`src/rtl/tx_mgr_pkg.sv`:
```
package tx_mgr_pkg;

    typedef enum logic [1:0] {
        ST_IDLE,
        ST_OFFER,
        ST_SEND,
        ST_RETRY
    } sched_state_e;

    localparam int unsigned ADDR_W  = 5;
    localparam int unsigned PRIO_W  = 8;
    localparam int unsigned STAMP_W = 16;

    localparam logic [ADDR_W-1:0] A_EMPTY    = 5'h00;
    localparam logic [ADDR_W-1:0] A_SELECT   = 5'h01;
    localparam logic [ADDR_W-1:0] A_ABORT    = 5'h02;
    localparam logic [ADDR_W-1:0] A_ACK      = 5'h03;
    localparam logic [ADDR_W-1:0] A_IRQ      = 5'h04;
    localparam logic [ADDR_W-1:0] A_WIN_BASE = 5'h10;
    localparam logic [ADDR_W-1:0] A_PRIO     = 5'h1D;
    localparam logic [ADDR_W-1:0] A_STAMP_HI = 5'h1E;
    localparam logic [ADDR_W-1:0] A_STAMP_LO = 5'h1F;

endpackage

```
`src/rtl/tx_slot_store.sv`:
```
module tx_slot_store
    import tx_mgr_pkg::*;
#(
    parameter int unsigned MSG_BYTES = 13,
    parameter int unsigned IDX_W     = 4
) (
    input  logic                   clk,
    input  logic                   rst_n,
    input  logic                   byte_we,
    input  logic [IDX_W-1:0]       byte_idx,
    input  logic [7:0]             wr_data,
    input  logic                   prio_we,
    input  logic                   stamp_we,
    input  logic [STAMP_W-1:0]     stamp_in,
    output logic [MSG_BYTES*8-1:0] msg_flat,
    output logic [PRIO_W-1:0]      prio,
    output logic [STAMP_W-1:0]     stamp
);

    localparam logic [IDX_W-1:0] LAST_IDX = IDX_W'(MSG_BYTES - 1);

    logic [7:0]         bytes_q [MSG_BYTES];
    logic [PRIO_W-1:0]  prio_q;
    logic [STAMP_W-1:0] stamp_q;

    always_ff @(posedge clk or negedge rst_n) begin
        if (!rst_n) begin
            for (int b = 0; b < int'(MSG_BYTES); b++) begin
                bytes_q[b] <= '0;
            end
        end else if (byte_we && byte_idx <= LAST_IDX) begin
            bytes_q[byte_idx] <= wr_data;
        end
    end

    always_ff @(posedge clk or negedge rst_n) begin
        if (!rst_n) begin
            prio_q  <= '0;
            stamp_q <= '0;
        end else begin
            if (prio_we) begin
                prio_q <= wr_data;
            end
            if (stamp_we) begin
                stamp_q <= stamp_in;
            end
        end
    end

    for (genvar b = 0; b < int'(MSG_BYTES); b++) begin : g_flat
        assign msg_flat[b*8 +: 8] = bytes_q[b];
    end

    assign prio  = prio_q;
    assign stamp = stamp_q;

endmodule

```
`src/rtl/tx_prio_arb.sv`:
```
module tx_prio_arb
    import tx_mgr_pkg::*;
#(
    parameter int unsigned NUM_SLOTS = 3,
    parameter int unsigned SLOT_W    = 2
) (
    input  logic [NUM_SLOTS-1:0]        ready,
    input  logic [NUM_SLOTS*PRIO_W-1:0] prio_flat,
    output logic                        best_valid,
    output logic [SLOT_W-1:0]           best_slot
);

    logic [PRIO_W-1:0] best_prio;

    // Strict less-than keeps the lower slot number on equal priorities.
    always_comb begin
        best_valid = 1'b0;
        best_slot  = '0;
        best_prio  = '0;
        for (int i = 0; i < int'(NUM_SLOTS); i++) begin
            if (ready[i] && (!best_valid || prio_flat[i*PRIO_W +: PRIO_W] < best_prio)) begin
                best_valid = 1'b1;
                best_slot  = SLOT_W'(i);
                best_prio  = prio_flat[i*PRIO_W +: PRIO_W];
            end
        end
    end

endmodule

```
`src/rtl/tx_sched_fsm.sv`:
```
module tx_sched_fsm
    import tx_mgr_pkg::*;
#(
    parameter int unsigned NUM_SLOTS = 3,
    parameter int unsigned SLOT_W    = 2
) (
    input  logic                 clk,
    input  logic                 rst_n,
    input  logic [NUM_SLOTS-1:0] queue_set,
    input  logic [NUM_SLOTS-1:0] abort_set,
    input  logic [NUM_SLOTS-1:0] irq_clr,
    input  logic                 best_valid,
    input  logic [SLOT_W-1:0]    best_slot,
    input  logic                 tx_start,
    input  logic                 tx_done,
    input  logic                 tx_lost,
    output logic [NUM_SLOTS-1:0] ready_mask,
    output logic [NUM_SLOTS-1:0] empty_flags,
    output logic [NUM_SLOTS-1:0] abort_pend,
    output logic [NUM_SLOTS-1:0] abort_ack,
    output logic [NUM_SLOTS-1:0] irq_flags,
    output logic [NUM_SLOTS-1:0] stamp_we,
    output logic                 tx_valid,
    output logic                 sending,
    output logic [SLOT_W-1:0]    cur_slot
);

    sched_state_e state_q, state_d;
    logic [SLOT_W-1:0]    cur_q, cur_d;
    logic [NUM_SLOTS-1:0] empty_q, pend_q, ack_q, irq_q;
    logic [NUM_SLOTS-1:0] cur_oh, locked, kill, done_oh;

    // State register
    always_ff @(posedge clk or negedge rst_n) begin
        if (!rst_n) begin
            state_q <= ST_IDLE;
            cur_q   <= '0;
        end else begin
            state_q <= state_d;
            cur_q   <= cur_d;
        end
    end

    // Next state
    always_comb begin
        state_d = state_q;
        cur_d   = cur_q;
        unique case (state_q)
            ST_IDLE, ST_RETRY: begin
                if (best_valid) begin
                    state_d = ST_OFFER;
                    cur_d   = best_slot;
                end else begin
                    state_d = ST_IDLE;
                end
            end
            ST_OFFER: begin
                if (tx_start) begin
                    state_d = ST_SEND;
                end else if (best_valid) begin
                    cur_d = best_slot;
                end else begin
                    state_d = ST_IDLE;
                end
            end
            ST_SEND: begin
                if (tx_done) begin
                    state_d = ST_IDLE;
                end else if (tx_lost) begin
                    state_d = ST_RETRY;
                end
            end
            default: state_d = ST_IDLE;
        endcase
    end

    // Outputs decoded from state
    always_comb begin
        for (int i = 0; i < int'(NUM_SLOTS); i++) begin
            cur_oh[i] = (cur_q == SLOT_W'(i));
        end
        tx_valid = (state_q == ST_OFFER);
        sending  = (state_q == ST_SEND);
        locked   = (sending || (tx_valid && tx_start)) ? cur_oh : '0;
        done_oh  = (sending && tx_done) ? cur_oh : '0;
        kill     = pend_q & ~empty_q & ~locked;
        ready_mask = ~empty_q & ~kill;
        stamp_we = done_oh;
        cur_slot = cur_q;
    end

    // Per-slot flags
    always_ff @(posedge clk or negedge rst_n) begin
        if (!rst_n) begin
            empty_q <= '1;
            pend_q  <= '0;
            ack_q   <= '0;
            irq_q   <= '0;
        end else begin
            empty_q <= (empty_q & ~queue_set) | kill | done_oh;
            pend_q  <= (pend_q & ~kill & ~done_oh & ~empty_q) | abort_set;
            ack_q   <= (ack_q & ~queue_set) | kill;
            irq_q   <= (irq_q & ~irq_clr) | kill | done_oh;
        end
    end

    assign empty_flags = empty_q;
    assign abort_pend  = pend_q;
    assign abort_ack   = ack_q;
    assign irq_flags   = irq_q;

endmodule

```
`src/rtl/tx_slot_mgr.sv`:
```
module tx_slot_mgr
    import tx_mgr_pkg::*;
#(
    parameter int unsigned NUM_SLOTS = 3,
    parameter int unsigned MSG_BYTES = 13
) (
    input  logic                   clk,
    input  logic                   rst_n,
    input  logic                   host_we,
    input  logic [4:0]             host_addr,
    input  logic [7:0]             host_wdata,
    output logic [7:0]             host_rdata,
    output logic                   tx_valid,
    output logic [1:0]             tx_slot,
    output logic [MSG_BYTES*8-1:0] tx_msg,
    input  logic                   tx_start,
    input  logic                   tx_done,
    input  logic                   tx_lost,
    output logic                   irq
);

    localparam int unsigned SLOT_W   = (NUM_SLOTS > 1) ? $clog2(NUM_SLOTS) : 1;
    localparam int unsigned IDX_W    = 4;
    localparam int unsigned MSG_BITS = MSG_BYTES * 8;
    localparam logic [ADDR_W-1:0] A_WIN_LAST = A_WIN_BASE + ADDR_W'(MSG_BYTES - 1);

    logic [NUM_SLOTS-1:0] sel_raw, sel_res;
    logic                 sel_hit;
    logic [SLOT_W-1:0]    sel_idx;
    logic [NUM_SLOTS-1:0] empty_flags, abort_pend, abort_ack, irq_flags;
    logic [NUM_SLOTS-1:0] queue_set, abort_set, irq_clr, ready_mask, stamp_we;
    logic                 best_valid, sending;
    logic [SLOT_W-1:0]    best_slot, cur_slot;
    logic [STAMP_W-1:0]   stamp_cnt;
    logic                 in_window;
    logic [IDX_W-1:0]     win_idx;
    logic [MSG_BITS-1:0]  slot_msg   [NUM_SLOTS];
    logic [PRIO_W-1:0]    slot_prio  [NUM_SLOTS];
    logic [STAMP_W-1:0]   slot_stamp [NUM_SLOTS];
    logic [NUM_SLOTS*PRIO_W-1:0] prio_flat;

    // Select register and its resolution against the empty flags
    always_ff @(posedge clk or negedge rst_n) begin
        if (!rst_n) begin
            sel_raw <= '0;
        end else if (host_we && host_addr == A_SELECT) begin
            sel_raw <= host_wdata[NUM_SLOTS-1:0];
        end
    end

    always_comb begin
        sel_res = '0;
        sel_hit = 1'b0;
        sel_idx = '0;
        for (int i = 0; i < int'(NUM_SLOTS); i++) begin
            if (!sel_hit && sel_raw[i] && empty_flags[i]) begin
                sel_hit    = 1'b1;
                sel_res[i] = 1'b1;
                sel_idx    = SLOT_W'(i);
            end
        end
    end

    // Free-running stamp source
    always_ff @(posedge clk or negedge rst_n) begin
        if (!rst_n) begin
            stamp_cnt <= '0;
        end else begin
            stamp_cnt <= stamp_cnt + 1'b1;
        end
    end

    assign in_window = (host_addr >= A_WIN_BASE) && (host_addr <= A_WIN_LAST);
    assign win_idx   = IDX_W'(host_addr - A_WIN_BASE);

    assign queue_set = (host_we && host_addr == A_EMPTY) ? host_wdata[NUM_SLOTS-1:0] & empty_flags : '0;
    assign abort_set = (host_we && host_addr == A_ABORT) ? host_wdata[NUM_SLOTS-1:0] : '0;
    assign irq_clr   = (host_we && host_addr == A_IRQ)   ? host_wdata[NUM_SLOTS-1:0] : '0;

    for (genvar s = 0; s < int'(NUM_SLOTS); s++) begin : g_slot
        tx_slot_store #(
            .MSG_BYTES(MSG_BYTES),
            .IDX_W    (IDX_W)
        ) i_store (
            .clk     (clk),
            .rst_n   (rst_n),
            .byte_we (host_we && in_window && sel_res[s]),
            .byte_idx(win_idx),
            .wr_data (host_wdata),
            .prio_we (host_we && host_addr == A_PRIO && sel_res[s]),
            .stamp_we(stamp_we[s]),
            .stamp_in(stamp_cnt),
            .msg_flat(slot_msg[s]),
            .prio    (slot_prio[s]),
            .stamp   (slot_stamp[s])
        );
        assign prio_flat[s*PRIO_W +: PRIO_W] = slot_prio[s];
    end

    tx_prio_arb #(
        .NUM_SLOTS(NUM_SLOTS),
        .SLOT_W   (SLOT_W)
    ) i_arb (
        .ready     (ready_mask),
        .prio_flat (prio_flat),
        .best_valid(best_valid),
        .best_slot (best_slot)
    );

    tx_sched_fsm #(
        .NUM_SLOTS(NUM_SLOTS),
        .SLOT_W   (SLOT_W)
    ) i_fsm (
        .clk        (clk),
        .rst_n      (rst_n),
        .queue_set  (queue_set),
        .abort_set  (abort_set),
        .irq_clr    (irq_clr),
        .best_valid (best_valid),
        .best_slot  (best_slot),
        .tx_start   (tx_start),
        .tx_done    (tx_done),
        .tx_lost    (tx_lost),
        .ready_mask (ready_mask),
        .empty_flags(empty_flags),
        .abort_pend (abort_pend),
        .abort_ack  (abort_ack),
        .irq_flags  (irq_flags),
        .stamp_we   (stamp_we),
        .tx_valid   (tx_valid),
        .sending    (sending),
        .cur_slot   (cur_slot)
    );

    // Host read path
    always_comb begin
        host_rdata = '0;
        if (in_window) begin
            if (sel_hit) begin
                host_rdata = slot_msg[sel_idx][{win_idx, 3'b000} +: 8];
            end
        end else begin
            case (host_addr)
                A_EMPTY:    host_rdata = 8'(empty_flags);
                A_SELECT:   host_rdata = 8'(sel_res);
                A_ABORT:    host_rdata = 8'(abort_pend);
                A_ACK:      host_rdata = 8'(abort_ack);
                A_IRQ:      host_rdata = 8'(irq_flags);
                A_PRIO:     host_rdata = sel_hit ? slot_prio[sel_idx] : '0;
                A_STAMP_HI: host_rdata = sel_hit ? slot_stamp[sel_idx][15:8] : '0;
                A_STAMP_LO: host_rdata = sel_hit ? slot_stamp[sel_idx][7:0] : '0;
                default:    host_rdata = '0;
            endcase
        end
    end

    assign tx_slot = 2'(cur_slot);
    assign tx_msg  = slot_msg[cur_slot];
    assign irq     = |irq_flags;

endmodule

```
`config.mk`:
```
export PLATFORM = sky130hd
export DESIGN_NAME = tx_slot_mgr
export DESIGN_NICKNAME = d
export VERILOG_FILES = /design/src/rtl/tx_mgr_pkg.sv /design/src/rtl/tx_slot_store.sv /design/src/rtl/tx_prio_arb.sv /design/src/rtl/tx_sched_fsm.sv /design/src/rtl/tx_slot_mgr.sv
export SDC_FILE = /design/constraint.sdc
export NUM_CORES = 1
export LEC_CHECK = 0
export ABC_AREA = 1
export BUFFER_PORTS_ARGS = -buffer_cell sky130_fd_sc_hd__buf_2
export CORE_ASPECT_RATIO = 1.25
export CORE_UTILIZATION = 44
export DETAILED_ROUTE_END_ITERATION = 10
export PLACE_DENSITY_LB_ADDON = 0.25
export SLEW_MARGIN = 15
export SYNTH_ARGS = -nofsm -noshare
export SYNTH_HDL_FRONTEND = slang
export SYNTH_SLANG_ARGS = --single-unit
export TNS_END_PERCENT = 10
```
`constraint.sdc`:
```
create_clock -name clk -period 3.9 [get_ports clk]
set_clock_uncertainty 0.15 [all_clocks]
set_input_delay 0.195 -clock clk [delete_from_list [all_inputs] [get_ports clk]]
set_output_delay 0.195 -clock clk [all_outputs]
set_load 0.02 [all_outputs]
```
==> results of run 1 <==
-- per-layer routing --
layer  wire, µm  global-route usage, %
met3       6120                   5.84
met4       4760                   18.1
met5         15                      0
met1      29500                   39.8
met2      35100                   50.1
-- cells in the final DEF, fill, tap and decap left out, drive strengths merged, types with 51 or more instances in the layout --
cell type	synthesis	routed
dfrtp	416	416
clkbuf	123	69
inv	107	109
nand3	62	62
nor2	75	75
o211ai	51	51
o21ai	476	476
a21oi	67	67
o22ai	56	56
buf	57	205
nand2	908	908
a22oi	73	73
-- through the flow --
stage	power, mW	setup TNS (ps)	area, µm²	cells
6_report	12.6	-65.9	24000	3354
3_3_place_gp	7.91	0	22100	3261
2_1_floorplan	6.75	0	20800	2609
4_1_cts	12.5	0	23900	3350
3_5_place_dp	7.95	0	22100	3261
5_1_grt	13.0	-275	24000	3353
-- area by class of cell --
class | instances | area, µm²
fillers | 4446 | 22500
well taps | 630 | 788
multi-input cells | 1898 | 9310
diodes | 1 | 2.50
clock buffers | 69 | 1400
repair buffers | 211 | 1420
flip-flops and latches | 419 | 10500
clock inverters | 14 | 151
inverters | 112 | 420
-- flip-flops by register name, indices dropped and copies added, names as in the netlist --
register                 count
i_fsm.state_q                2
g_slot.i_store.prio         24
stamp_cnt                   16
i_fsm.empty_flags            3
i_fsm.irq_flags              3
sel_raw                      3
i_fsm.abort_ack              3
i_fsm.abort_pend             3
i_fsm.cur_slot               2
g_slot.i_store.msg_flat    312
g_slot.i_store.stamp        48
-- kinds of logic after synthesis --
group / after synthesis / synth area share (%)
flops: 419 / 50.4
buf+inv: 292 / 5.65
fa+ha+maj: 18 / 1.08
compound gates: 796 / 22.0
xor+xnor: 13 / 0.547
simple gates: 1071 / 20.4
-- cells in the mapped netlist (4+ instances only) --
| master | n |
|---|---|
| o22ai_1 | 56 |
| a32o_1 | 4 |
| buf_1 | 11 |
| a21oi_1 | 66 |
| ha_1 | 18 |
| nand4_1 | 7 |
| a31oi_1 | 20 |
| buf_4 | 7 |
| o21ai_1 | 4 |
| nor2_1 | 71 |
| buf_2 | 38 |
| clkbuf_1 | 123 |
| xor2_1 | 13 |
| o21ai_0 | 472 |
| a22oi_1 | 73 |
| nand3_1 | 60 |
| inv_2 | 6 |
| nor3_1 | 8 |
| or4_1 | 4 |
| o31ai_1 | 19 |
| clkinv_1 | 5 |
| nand2_2 | 12 |
| o211ai_1 | 51 |
| nand2_1 | 896 |
| inv_1 | 101 |
| a41oi_1 | 8 |
| dfrtp_1 | 416 |
-- path summary, 6_finish.rpt --
path / depth (start not counted) / endpoint
min reg2reg: 1 / stamp_cnt[5]$_DFF_PN0_
max reg2reg: 28 / i_fsm.cur_slot[0]$_DFFE_PN0P_
min: 2 / g_slot[1].i_store.msg_flat[36]$_DFFE_PN0P_
max: 12 / host_rdata[1]
min in group clk: 4 / g_slot[2].i_store.prio[3]$_DFFE_PN0P_
max in group asynchronous: 3 / g_slot[1].i_store.stamp[14]$_DFFE_PN0P_
-- what timing repair did --
item,in CTS,in global routing
hold buffers,5,0
setup buffers,0,3
pin swaps,0,5
setup endpoints to repair,7,10
gates cloned,1,0
endpoints found under the hold margin,85,0
resized for setup,16,27
-- where the power goes --
part           internal (mW)  leakage [nW]  switching, mW
combinational          0.862          4.37           2.16
sequential              4.72          5.75          0.311
clock                   2.67         0.772           1.84
total                   8.25          10.9           4.32
-- critical path, delay by kind of cell (launching register included) --
family | cells | cell delay (ps)
compound gates | 2 | 820
flops | 1 | 590
buf+inv | 4 | 750
simple gates | 6 | 870
==> impl_metrics.yaml, run 1 <==
synthesis:
  syn_nets: 2646
  yosys_warnings: 0
  yosysSeqAreaShare_pct: 50.4
  syn_area_um2: 20800
  synth.distinct_cells: 49
  synth-main-ff-cell: "dfrtp_1"
  yosys-top-cells-area: "dfrtp_1 (50%), nand2_1 (16%), o21ai_0 (11%)"
  syn_area_per_cell_um2: 7.98
  synth_area_leader_cell: "dfrtp_1"
  syn_inst: 2609
  synth-edff-count: 0
  ys_ff_latch: 419
  synth_top_area_share_pct: 50.0
  async_flop_share_pct: 100
global_routing:
  grt_usage_pct: 31.3
  grt_pass1_vias: 18800
  grt_pass1_wl_mm: 115
  antenna_found_initial: 2
  gr-total-overflow: 0
  grt_max_degree: 110
hold_path:
  hold_path.class: "in -> async"
setup_path:
  critPathLaunch: "i_fsm.empty_flags[0]$_DFF_PN1_"
  cp_max_fo: 16
  max_stage_delay_ps: 680
  path_cells: "nand2_2, nand3_4, nand2_1, inv_2, nand3_4, clkinv_1, nor2_1, nor2_1, buf_4, o21ai_0, o41ai_1, buf_2"
  cp-start-kind: "register"
  cp.required_ps: 3560
  end_kind: "output pin"
  cp_slowest_cell: "o41ai_1"
  crit-reg2reg-launch: "i_fsm.state_q[1]$_DFFE_PN0P_"
  cp_data_arrival_time_ps: 3620
  crit_type: "reg -> out"
  r2r_setup_slack_ps: 300
timing:
  slew_violations: 0
  worst_slew_pin_slew_ps: 1230
  min_period_ps: 3970
  setup_ws_ps: -65.9
  setup_viol: 1
  period_share_pct: 102
  rsz0062_at_grt: "true"
  fmax_mhz: 252
  hold_viol: 0
  slew_headroom_pct: 17.8
  hold_ws_ps: 41.2
cells_and_area:
  final_net_count: 2724
  drive_gt1_share_pct: 12.7
  area_delta_synth_final_pct: 15.1
  fin_util_pct: 51.6
die:
  die_y_um: 245
  io_pins: 135
  die-area_um2: 48200
  row_count: 88
  fp.coreArea_um2: 46500
  die_w_um: 197
  initial_utilization_pct: 44.8
run_status:
  violations: "negative setup slack"
  status: "complete, but fails checks"
drt:
  antenna_left: 0
  routed_wirelength_mm: 75.5
  drt_first_pass_iters: 6
  route.vias.total: 19800
  via_per_inst: 5.89
  route.detailed.drc: 0
  post_drt_wl_per_cell_um: 22.5
  drt-initial-drc-count: 1769
clock_tree:
  path_clk_slew_ps: 60
  cts_tree: "yes"
  numClockSinks: 419
  insertion_delay_ps: 580
  numCtsBuffers: 45
  root_buffer: "clkbuf_16"
  clockBufferDepth: 3
  htreeDepth: 2
power:
  p_leak_nw: 10.9
  powerDensity_nw_per_um2: 524
  vdd_ir_drop_max_mv: 0.333
placement:
  post-place-ws_ps: 50.4
  hpwl_mm: 50.6
  portBuffers: 134
  globalplace.congestion: 0.940
job:
  cap_viol_max_count: 0
No activity file was read; power rests on OpenSTA's default activity.
==> run 2, diff against run 1 <==
==> constraint.sdc (replaced) <==
create_clock -name clk -period 4.4 [get_ports clk]
set_clock_uncertainty 0.15 [all_clocks]
set_input_delay 0.22 -clock clk [delete_from_list [all_inputs] [get_ports clk]]
set_output_delay 0.22 -clock clk [all_outputs]
set_load 0.02 [all_outputs]
==> run 2 against run 1 <==
Effect of this change: the run now ends clean; highest routed layer unchanged; first-iteration DRC count rose by 2.1%; clock power fell by 15%; routed wire length fell by 0.32%; register-to-register slack improved by 100 ps; die area did not move; count of clock-buffer cells in the layout rose by 2; global-route usage fell by 0.26 points; final cell count fell by 0.45%; critical path depth fell by 1.
==> impl_metrics.yaml, run 2 (same netlist as run 1, synthesis figures left out) <==
setup_path:
  max_stage_delay_ps: 590
  end_kind: "output pin"
  cp_max_fo: 32
  cp.required_ps: 4030
  r2r_cells: 26
  r2r_setup_slack_ps: 400
  path_cells: "nand2_2, nand3_4, buf_4, nand2_1, nand3_1, nand2_1, o31ai_1, a21oi_1, or4_1, a21oi_1, buf_2"
  cp_slowest_cell: "dfstp_2"
  cp_data_arrival_time_ps: 3890
  cp-start-kind: "register"
  crit-reg2reg-launch: "i_fsm.state_q[1]$_DFFE_PN0P_"
  critPathLaunch: "i_fsm.empty_flags[0]$_DFF_PN1_"
  crit_type: "reg -> out"
die:
  die_w_um: 197
  die_y_um: 245
  io_pins: 135
  row_count: 88
  initial_utilization_pct: 44.8
  die-area_um2: 48200
  fp.coreArea_um2: 46500
cells_and_area:
  drive_gt1_share_pct: 10.6
  largest_reg_flops: 312
  final_cell_mix: "nand2_1 (895), o21ai_0 (472), dfrtp_1 (416), buf_2 (133), inv_1 (101)"
  area_delta_synth_final_pct: 13.2
  mostFrequentLayoutCell: "nand2_1"
  final_net_count: 2710
  fin_util_pct: 50.7
placement:
  portBuffers: 134
  globalplace.congestion: 0.936
  hpwl_mm: 49.8
global_routing:
  grt_usage_pct: 31.1
  grt_max_degree: 99
  gr-total-overflow: 0
  grt_pass1_wl_mm: 113
  grt_pass1_vias: 18500
  antenna_found_initial: 3
drt:
  drt_first_pass_iters: 8
  post_drt_wl_per_cell_um: 22.5
  drt-initial-drc-count: 1806
  route.vias.total: 19600
  routed_wirelength_mm: 75.3
  route.detailed.drc: 0
  via_per_inst: 5.86
  antenna_left: 0
run_status:
  status: "complete, no violations"
job:
  cap_viol_max_count: 0
timing:
  period_share_pct: 96.8
  slew_headroom_pct: 25.5
  timing.setup.tns_ps: 0
  fmax_mhz: 235
  rsz0062_at_grt: "false"
  worst_slew_pin_slew_ps: 1120
  slew_violations: 0
  min_period_ps: 4260
  hold_viol: 0
  setup_viol: 0
clock_tree:
  clockBufferDepth: 3
  cts_tree: "yes"
  numCtsBuffers: 46
  path_clk_slew_ps: 60
  numClockSinks: 419
  cts_setup_buffers: 0
  insertion_delay_ps: 590
  root_buffer: "clkbuf_16"
  htreeDepth: 2
power:
  vdd_ir_drop_max_mv: 0.305
  powerDensity_nw_per_um2: 460
  p_leak_nw: 10.7
hold_path:
  hold_path.class: "in -> async"
[run 2: cell types whose count changed in the layout (fill, tap and decap cells not counted), moves of 7 or more]
cell	change
a21oi_2	-7
clkbuf_8	-11
clkbuf_1	+11
buf_4	-12
o31ai_1	+11
a21oi_1	+7
o31ai_2	-10
[run 2: worst paths after layout]
check                                                              to
setup / recovery                                        host_rdata[6]
hold / removal             g_slot[1].i_store.msg_flat[31]$_DFFE_PN0P_
setup reg to reg                        i_fsm.cur_slot[0]$_DFFE_PN0P_
hold reg to reg                               stamp_cnt[15]$_DFF_PN0_
max in group asynchronous  g_slot[1].i_store.msg_flat[87]$_DFFE_PN0P_
min in group clk           g_slot[0].i_store.msg_flat[86]$_DFFE_PN0P_
[run 2: cell type report]
class                           instances  area, µm²
Clock buffer                           71       1340
Inverter                              112        420
Clock inverter                         12        110
Antenna cell                            1       2.50
Tap cell                              630        788
Sequential cell                       419      10500
Multi-Input combinational cell       1898       9170
Timing Repair Buffer                  196       1250
Fill cell                            4529      22900
[run 2: routing by layer]
layer / GRT usage [%] / share of wire [%] / up-vias
met3: 5.80 / 7.7 / 169
li1: - / - / 8972
met5: 0 / 0.044 / -
met2: 51.6 / 48 / 868
met1: 39.7 / 39 / 9545
met4: 13.3 / 4.6 / 6
[run 2: critical path: cells and delay by family, from the launching register on]
kind                   cells  cell delay, ps
DFF                        1             590
AOI/OAI and AO/OA          3             970
buffers and inverters      2             630
and+or+nand+nor            6            1080
[run 2: per-stage QoR]
stage	std cells	worst slack [ps]	instance area, µm²	hold slack, ps	power, mW
finish	3339	140	23600	102	10.8
global route	3338	5.13	23600	134	11.3
CTS	3338	204	23600	99.0	10.8
detailed placement	3246	306	22000	154	6.99
global placement	3246	376	22000	150	6.96
floorplan	2609	712	20800	-226	5.98
[run 2: power breakdown]
part	switching [mW]	total [mW]	internal (mW)
logic	1.87	2.55	0.680
clock network	1.63	3.83	2.21
registers	0.275	4.46	4.18
total	3.77	10.8	7.07
[run 2: timing repair]
action                     4_1_cts  5_1_grt
hold endpoints to repair        97        0
hold buffers                     9        0
gates resized for setup          0        2
setup endpoints to repair        0        3
